File: config.mk
export PLATFORM = sky130hd
export DESIGN_NAME = mem_burst_tester
export DESIGN_NICKNAME = d
export VERILOG_FILES = /design/src/rtl/mem_burst_tester.sv
export SDC_FILE = /design/constraint.sdc
export NUM_CORES = 1
export LEC_CHECK = 0
export ABC_AREA = 1
export BUFFER_PORTS_ARGS = -buffer_cell sky130_fd_sc_hd__buf_2
export CAP_MARGIN = 30
export CORE_ASPECT_RATIO = 2
export CORE_UTILIZATION = 40
export DETAILED_ROUTE_END_ITERATION = 12
export SLEW_MARGIN = 20
export SYNTH_ARGS = -nofsm -noshare
export SYNTH_HDL_FRONTEND = slang
export SYNTH_SLANG_ARGS = --single-unit
export TNS_END_PERCENT = 20
File: constraint.sdc
create_clock -name clk -period 1.7 [get_ports clk]
set_input_delay 0.34 -clock clk [delete_from_list [all_inputs] [get_ports clk]]
set_output_delay 0.34 -clock clk [all_outputs]
set_load 0.1 [all_outputs]
File: src/rtl/mem_burst_tester.sv
module mem_burst_tester #(
  parameter int ADDR_W     = 28,
  parameter int NUM_BURSTS = 1024,
  parameter int ADDR_INC   = 8,
  parameter logic [127:0] SEED = 128'h0123_4567_89ab_cdef_fedc_ba98_7654_3210
) (
  input  logic              clk,
  input  logic              rst_n,
  input  logic              calib_done,
  output logic              cmd_en,
  output logic              cmd_is_read,
  output logic [ADDR_W-1:0] cmd_addr,
  input  logic              cmd_rdy,
  output logic [63:0]       wd_data,
  output logic              wd_wren,
  output logic              wd_end,
  input  logic              wd_rdy,
  input  logic [63:0]       rd_data,
  input  logic              rd_valid,
  input  logic              rd_end,
  output logic              done,
  output logic              error,
  output logic [ADDR_W-1:0] fail_addr,
  output logic [127:0]      fail_exp,
  output logic [127:0]      fail_got
);
  localparam int CNT_W = $clog2(NUM_BURSTS + 1);

  typedef enum logic [2:0] {S_IDLE, S_WR, S_RDC, S_RDW, S_CMP, S_DONE, S_ERR} state_t;

  state_t             st;
  logic [127:0]       pat, got;
  logic [ADDR_W-1:0]  addr;
  logic [CNT_W-1:0]   idx;
  logic [1:0]         beat;
  logic               wcmd_ok;

  function automatic logic [127:0] lfsr_next(input logic [127:0] v);
    return {v[126:0], v[127] ^ v[125] ^ v[100] ^ v[98]};
  endfunction

  assign cmd_en      = (st == S_WR && !wcmd_ok) || st == S_RDC;
  assign cmd_is_read = (st == S_RDC);
  assign cmd_addr    = addr;
  assign wd_wren     = (st == S_WR) && beat != 2'd2;
  assign wd_end      = (beat == 2'd1);
  assign wd_data     = beat[0] ? pat[127:64] : pat[63:0];
  assign done        = (st == S_DONE);
  assign error       = (st == S_ERR);

  always_ff @(posedge clk) begin
    if (!rst_n) begin
      st        <= S_IDLE;
      pat       <= SEED;
      got       <= '0;
      addr      <= '0;
      idx       <= '0;
      beat      <= '0;
      wcmd_ok   <= 1'b0;
      fail_addr <= '0;
      fail_exp  <= '0;
      fail_got  <= '0;
    end else begin
      case (st)
        S_IDLE: if (calib_done) st <= S_WR;
        S_WR: begin
          if (cmd_en && cmd_rdy) wcmd_ok <= 1'b1;
          if (wd_wren && wd_rdy) beat <= beat + 2'd1;
          if (wcmd_ok && beat == 2'd2) begin
            st      <= S_RDC;
            wcmd_ok <= 1'b0;
            beat    <= '0;
          end
        end
        S_RDC: if (cmd_rdy) st <= S_RDW;
        S_RDW: if (rd_valid) begin
          if (rd_end) begin
            got[127:64] <= rd_data;
            st          <= S_CMP;
          end else begin
            got[63:0] <= rd_data;
          end
        end
        S_CMP: begin
          if (got != pat) begin
            st        <= S_ERR;
            fail_addr <= addr;
            fail_exp  <= pat;
            fail_got  <= got;
          end else if (idx == CNT_W'(NUM_BURSTS - 1)) begin
            st <= S_DONE;
          end else begin
            st   <= S_WR;
            idx  <= idx + 1'b1;
            addr <= addr + ADDR_W'(ADDR_INC);
            pat  <= lfsr_next(pat);
          end
        end
        default: ;
      endcase
    end
  end
endmodule

Word level (Yosys, flattened, before mapping):

Cells that the tools add are included.

* $add $sub $neg: 3
* equal/unequal tests: 16
* muxes and demuxes: 13
* bitwise gates (word level): 6
* reduce and logical (&&, ||, !) cells: 18

Operators with widths (number)
* 128-bit inequality test: 1
* 64-bit 2-to-1 mux: 1
* 28-bit by 4-bit adder with 28-bit output (second input constant): 1
* 3-bit 2-to-1 mux: 7
* 3-bit one-hot mux with 5 select lines: 1
* 11-bit by 1-bit adder with 11-bit output (second input constant): 1
* 11-bit by 10-bit equality test with 1-bit output (second input constant): 1
* 3-bit equality test (second input constant): 3
* 3-bit AND reduction: 3
* 2-bit inequality test (second input constant): 4
* 3-bit by 2-bit equality test with 1-bit output (second input constant): 2
* 2-bit AND reduction: 3
* 6-bit AND reduction: 1
* 1-bit logical AND: 5
* 5-bit nonzero test: 1
* 2-bit 2-to-1 mux: 2
* 2-bit by 1-bit inequality test with 1-bit output (second input constant): 2
* 2-bit nonzero test: 2
* 3-bit by 1-bit equality test with 1-bit output (second input constant): 1
* 3-bit zero test: 1
* 1-bit inverter: 3
* 1-bit bitwise XOR: 3
* 2-bit by 1-bit adder with 2-bit output (second input constant): 1
* 2-bit by 1-bit equality test with 1-bit output (second input constant): 1
* other kinds (4): 5

* register bits after elaboration: 585
* output and inout port bits: 382
* word-level logic and storage cells: 67

Depth between registers and ports, before layout:

Gate-level depths: netlist (run 1).

* depth in word-level cells: 6
* gate-level depth with buffers: 18
* mapped depth without buffers: 16

Worst setup path before layout (run 1):

No wires, ideal clock.

* path type: register -> output
* from: register st[1]
* to: output port cmd_en
* data arrival time: 3879 ps
* setup slack: -2519 ps
* stages on the path, launching flop included: 5
* buffers on the path: 0
* path through: dfxtp_1 -> inv_1 -> nor3_1 -> inv_1 -> o21ai_0

* elaborated cells on any way between the ends: 4
* classes of those cells: 2 x eq/ne; 2 x reduce/logical

RTL lines
* start: declaration: line 31 `state_t st;`
* start signal: assignment: line 53 `st <= S_IDLE;`
* start signal: assignment: line 65 `S_IDLE: if (calib_done) st <= S_WR;`
* start signal: assignment: line 70 `st <= S_RDC;`
* 3-bit by 2-bit equality test with 1-bit output
* via cmd_is_read: line 11 `output logic cmd_is_read,`
* 1-bit logical OR: line 42 `assign cmd_en = (st == S_WR && !wcmd_ok) || st == S_RDC;`
* end: declaration: line 10 `output logic cmd_en,`

The timed path passes the listed nets, and every way through them passes these cells.

Final worst setup path (run 1):

* from: register pat[12]
* to: register pat[5]

* longest elaborated chain between the ends: 3

Ends and longest elaborated chain
* start: declaration: line 32 `logic [127:0] pat, got;`
* start signal: assignment: line 96 `pat <= lfsr_next(pat);`
* 128-bit inequality test: line 85 `if (got != pat) begin`
* 1-bit inverter (no line)
* 3-bit AND reduction (no line)

Every way passes these cells.
A chain may end at the register's enable or synchronous reset.

==> results of run 1 <==
[worst max-delay path: stages (launching register included)]
cell       delay (ns)
dfxtp_1          0.33
inv_1            0.08
nand2_1          0.05
nand2_1          0.08
buf_4            0.11
nand4_1          0.13
nor2_1           0.22
nand2_1          0.11
nor2_1           0.12
nand2_1          0.09
nor2_4           0.14
nand3_4          0.11
buf_12           0.17
clkbuf_16        0.17
clkbuf_16        0.18
nand2_1          0.07
nand2_1          0.06
nor2_1           0.08
[placed cells by master, fill, tap and decap left out, types with 9 or more instances in the layout]
cell type / count
a21oi_1: 93
buf_12: 119
buf_16: 27
buf_2: 375
buf_4: 448
buf_6: 16
bufinv_16: 11
clkbuf_1: 9
clkbuf_16: 79
clkbuf_8: 11
dfxtp_1: 465
dfxtp_2: 78
dfxtp_4: 36
dlygate4sd3_1: 21
inv_1: 186
inv_2: 43
nand2_1: 556
nand2_2: 41
nand2_4: 22
nand3_1: 123
nand3_2: 19
nand4_1: 43
nor2_1: 899
nor2_2: 72
nor2_4: 25
nor3_1: 12
o21ai_0: 405
o21ai_4: 65
xnor2_1: 81
xor2_1: 66
[power breakdown]
group          switching, W  internal, W  total [W]
logic                0.0231      0.00699     0.0301
registers           0.00124       0.0155     0.0168
clock network       0.00567      0.00828     0.0140
total                0.0300       0.0308     0.0608
[sequential cells by signal, summed over array words and instances (netlist names), 2 cells and up]
signal / cells
got: 128
idx: 11
beat: 2
pat: 128
fail_exp: 128
cmd_addr: 25
st: 3
fail_addr: 25
fail_got: 128
[cell type report]
type	instances	area [µm²]
sequential	579	11800
multi-input combinational	2557	13000
antenna	3	7.51
fill	5484	22900
timing repair buffer	1034	9430
timing repair inverter	3	70.1
inverter	232	892
clock buffer	77	1610
clock inverter	24	415
tap	780	976
[kinds of logic (layout without fill, tap and decap cells)]
logic type	after synthesis	after routing	share of synthesized area, %
buf+inv	455	1370	7.33
flops	579	579	46.7
other cells	1	9	0.0151
simple gates	1821	1821	28.8
compound gates	576	576	11.6
fa+ha+maj	2	2	0.101
xor+xnor	152	152	5.36
[per-layer routing]
| layer | global-route usage (%) | part of all wire (%) | up-vias |
|---|---|---|---|
| li1 | - | - | 13100 |
| met1 | 32.4 | 37 | 12400 |
| met2 | 55.1 | 51 | 908 |
| met3 | 5.36 | 6.3 | 248 |
| met4 | 15.6 | 6.1 | 6 |
| met5 | 0 | 0.035 | - |
[timing repair]
action | 4_1_cts | 5_1_grt
endpoints found under the setup margin | 863 | 888
hold buffers | 21 | 0
pin swaps | 20 | 59
resized for setup | 111 | 256
setup buffers | 18 | 16
hold endpoints to repair | 24 | 0
cloned | 20 | 28
[worst max-delay path by stage]
| stage | slack, ns | startpoint | cells past startpoint | endpoint |
|---|---|---|---|---|
| after floorplan | -0.36 | st[1]$_SDFFE_PN0P_ | 9 | st[0]$_SDFFE_PN0P_ |
| after global placement | -0.94 | got[109]$_SDFFE_PN0P_ | 17 | pat[48]$_SDFFE_PN0P_ |
| after detailed placement | -0.95 | got[109]$_SDFFE_PN0P_ | 17 | pat[48]$_SDFFE_PN0P_ |
| after CTS | -0.68 | pat[42]$_SDFFE_PN0P_ | 17 | pat[73]$_SDFFE_PN0P_ |
| after global routing | -0.81 | got[61]$_SDFFE_PN0P_ | 19 | pat[5]$_SDFFE_PN0P_ |
| final | -0.67 | pat[12]$_SDFFE_PN1P_ | 17 | pat[5]$_SDFFE_PN0P_ |
[metrics by stage]
step / cells / utilization (%) / worst slack (ns) / power (W)
CTS: 5243 / 60.0 / -0.679 / 0.0601
global placement: 5083 / 54.6 / -0.940 / 0.0450
detailed placement: 5083 / 54.6 / -0.946 / 0.0452
global route: 5288 / 62.5 / -0.805 / 0.0628
floorplan: 3591 / - / -0.356 / 0.0383
finish: 5289 / 62.5 / -0.669 / 0.0608
==> results.cfg, run 1 <==
[status]
status = finished with violations
violations = setup timing

[drt]
wl_um = 102000
drtIter0Drc = 1662
postRouteAntennaNets = 0
vias_per_cell = 5.03
drt-pass1-iter-count = 5
wl_per_cell_um = 19.3
via_count = 26600
drcViolationCount = 0

[critical_path]
reg2reg_from = pat[12]$_SDFFE_PN1P_
cp.required_ns = 2.25
start_kind = flip-flop
worstPathMaxFanout = 9
r2r_cells = 17
reg2reg_to = pat[5]$_SDFFE_PN0P_
end_kind = flip-flop
arrival_ns = 2.91
regToRegSetupSlack_ns = -0.67
critPathKind = flip-flop to flip-flop

[die]
core_mm2 = 0.0612
ios = 453
start_util_pct = 40.6
die_x_um = 178
die_h_um = 354
die_area_mm2 = 0.0631
placementRows = 128

[min_path]
hold_path.class = input pin to flip-flop
min_to = got[91]$_SDFFE_PN0P_
min-delay-start = rd_data[27]
hold_depth = 3

[logic_synthesis]
synth_top_cell_by_area = dfxtp_1
synthArstFlopShare_pct = 0
synth.distinct_cells = 29
synth.most_common_cell = nor2_1
synth_seq_cells = 579
yosysWarnings = 0
synth_ff_type = dfxtp_1
synth_edf_count = 0
synth_common_cells = 995 x nor2_1, 619 x nand2_1, 579 x dfxtp_1, 478 x o21ai_0, 222 x inv_1
synth_area_leaders = dfxtp_1 47%, nor2_1 15%, o21ai_0 9.6%
synth_top_area_share_pct = 46.7
avgSynthCellArea_um2 = 6.92
synth_cells = 3586
ys_seq_area_share_pct = 46.7
netlist_area_mm2 = 0.0248

[timing]
rsz0062_at_grt = yes
worst_hold_slack_ns = 0.0245
timing.final.hold_violations = 0
setup_tns_ns = -291.61
slew_violations = 0
finalSetupViolations = 788
fin_worst_skew_ns = 0.0186
max_slew_margin_pct = 59.4
worst_pin_slew_ns = 0.614
post-route-period-util_pct = 139
fmax_ghz = 0.422
period_minus_slack_ns = 2.37
setup_ws_ns = -0.669

[cells_and_area]
design_area_mm2 = 0.0383
drive_gt1_share_pct = 33.9
final_nets = 4534
layout-area-overhead-vs-synth_pct = 54.1

[clock_network]
cts_buffers = 54
cts_tree = done
cts.sinks = 579
cts-root-buf = clkbuf_16
clockBufferDepth = 3
clk_latency_ns = 0.61
cts.clk_slew.worst_paths_ns = 0.07
htree_num_levels = 2

[grt]
grt_max_degree = 92
grt_pass1_vias = 25100
grtUsageTotal_pct = 30.1
grt_overflow_total = 0
antenna_found_initial = 5
grt_pass1_wl_um = 144000

[place]
gp_congestion = 0.893
place_hpwl_um = 67100
io_buffers = 446
place_area_mm2 = 0.0334

[flow_run]
maxCapViolations = 0

[power_and_ir_drop]
p_leak_nw = 17.6
peakVddDrop_mv = 1.40
power_density_mw_per_mm2 = 1590
(Power assumes the default switching activity.)
==> inputs of run 2 (changes only) <==
--- a/config.mk
+++ b/config.mk
@@ -11,6 +11,7 @@
 export CORE_ASPECT_RATIO = 2
 export CORE_UTILIZATION = 40
 export DETAILED_ROUTE_END_ITERATION = 12
+export RECOVER_POWER = 100
 export SLEW_MARGIN = 20
 export SYNTH_ARGS = -nofsm -noshare
 export SYNTH_HDL_FRONTEND = slang
==> run 2 against run 1 <==
- the flow still finishes with violations (setup timing)
- final area barely moved
- wire length rose by 0.13%
- die area did not move
- register-to-register slack barely moved
- global-route usage did not move
- clock-buffer cell count did not move
- non-clock buffer count did not move
- flip-flop and latch count did not move
- clock skew barely moved
- largest cell class unchanged
==> results.cfg, run 2 (synthesized netlist as in run 1, its figures left out) <==
[status]
status = finished with violations
violations = setup timing

[timing]
rsz0062_at_grt = yes
setup_ws_ns = -0.673
timing.final.hold_violations = 0
fmax_ghz = 0.421
finalSetupViolations = 844
slew_violations = 0
period_minus_slack_ns = 2.37
setup_tns_ns = -298.15
post-route-period-util_pct = 140
fin_worst_skew_ns = 0.0188
max_slew_margin_pct = 59.3
worst_pin_slew_ns = 0.615

[drt]
vias_per_cell = 5.04
via_count = 26700
drcViolationCount = 0
drtIter0Drc = 1638
drt-pass1-iter-count = 7
wl_per_cell_um = 19.3
postRouteAntennaNets = 0
wl_um = 102000

[cells_and_area]
drive_gt1_share_pct = 33.8
fin_util_pct = 62.5
multi_input_area_mm2 = 0.0130
fin_cells = 5289
ff_latch_area_mm2 = 0.0118
final_common_cell = nor2_1
layout-area-overhead-vs-synth_pct = 54.0
final_cell_mix = 900 x nor2_1, 556 x nand2_1, 465 x dfxtp_1, 447 x buf_4, 405 x o21ai_0
final_nets = 4534
fillers = 5489

[grt]
grt.busiest_layer = met2
grt_pass1_vias = 25100
grt_overflow_total = 0
grt_util_met2_pct = 55.1
grt_pass1_wl_um = 144000
antenna_found_initial = 5
grtUsageTotal_pct = 30.1
grt_max_degree = 92
gr-usage-met3_pct = 5.36
grt_use_met1_pct = 32.4

[power_and_ir_drop]
p_leak_nw = 17.6
peakVddDrop_mv = 1.40
power_density_mw_per_mm2 = 1590

[clock_network]
cts-root-buf = clkbuf_16
clockBufferDepth = 3
cts.clk_slew.worst_paths_ns = 0.07
cts_buffers = 54
cts.sinks = 579
htree_num_levels = 2
clk_latency_ns = 0.61
cts_tree = done

[critical_path]
arrival_ns = 2.92
start_kind = flip-flop
max_stage_delay_ns = 0.36
end_kind = flip-flop
cp_slowest_cell = dfxtp_4
cp_cell_sequence = buf_6 -> xor2_1 -> nor2_1 -> nand2_1 -> nor2_2 -> buf_6 -> nand2_4 -> nor2_1 -> nand2_1 -> nor2_4 -> nand3_4 -> buf_12 -> clkbuf_16 -> clkbuf_16 -> nand2_1 -> nand2_1 -> nor2_1
worstPathMaxFanout = 9
cp.required_ns = 2.25
critPathKind = flip-flop to flip-flop
crit_top_cell = nand2_1

[die]
start_util_pct = 40.6
die_x_um = 178
die_area_mm2 = 0.0631
placementRows = 128
core_mm2 = 0.0612
ios = 453
die_h_um = 354

[flow_run]
maxCapViolations = 0

[place]
gp_congestion = 0.893
dp_cells = 5083
io_buffers = 446
place_hpwl_um = 67100

[min_path]
hold_path.class = input pin to flip-flop
-- run 2: cell count changes in the layout (fill, tap and decap cells not counted), sizes merged --
cell    delta
clkbuf     +1
buf        -1
-- run 2: where the power goes --
part | internal, W | total [W] | switching (W)
sequential | 0.0155 | 0.0168 | 0.00124
clock | 0.00828 | 0.0140 | 0.00567
combinational | 0.00698 | 0.0301 | 0.0231
-- run 2: critical path: cells and delay by family, from the launching register on --
family / cells / cell delay, ns
buffers and inverters: 5 / 0.78
AND/OR/NAND/NOR: 11 / 1.02
XOR/XNOR: 1 / 0.14
flip-flops: 1 / 0.36
-- run 2: stage by stage --
stage | instance area (µm²) | setup slack, ns | hold WS [ns] | total power (W)
6_report | 38200 | -0.673 | 0.0230 | 0.0608
4_1_cts | 36700 | -0.679 | 0.000374 | 0.0601
5_1_grt | 38200 | -0.805 | 0.0216 | 0.0628
3_5_place_dp | 33400 | -0.946 | 0.454 | 0.0452
2_1_floorplan | 25900 | -0.356 | 0.428 | 0.0383
3_3_place_gp | 33400 | -0.940 | 0.439 | 0.0450
-- run 2: area by class of cell --
cell class                 count  share of cell area [%]
antenna                        3                  0.0196
clock buffer                  77                    4.22
clock inverter                24                    1.09
inverter                     232                    2.33
multi-input combinational   2557                    34.0
sequential                   579                    30.9
tap                          780                    2.55
timing repair buffer        1034                    24.6
timing repair inverter         3                   0.183
-- run 2: final timing paths --
path                            slack, ns  depth (start not counted)                 start                    to
worst max-delay path                -0.67                         17  pat[42]$_SDFFE_PN0P_   pat[5]$_SDFFE_PN0P_
worst min-delay path                 0.02                          3           rd_data[27]  got[91]$_SDFFE_PN0P_
worst max register to register      -0.67                         17  pat[42]$_SDFFE_PN0P_   pat[5]$_SDFFE_PN0P_
worst min register to register       0.46                          2  idx[10]$_SDFFE_PN0P_  idx[10]$_SDFFE_PN0P_
-- run 2: routing by layer --
layer | vias up | wire (µm)
met1 | 12500 | 37500
met3 | 232 | 6360
met4 | 6 | 6000
met5 | - | 34
li1 | 13100 | -
met2 | 884 | 52400
-- run 2: timing repair --
item	CTS	global route
hold buffers	21	0
setup buffers	18	16
hold endpoints to repair	24	0
pin swaps	20	59
gates resized for setup	111	256
setup endpoints to repair	863	888
cloned	20	28
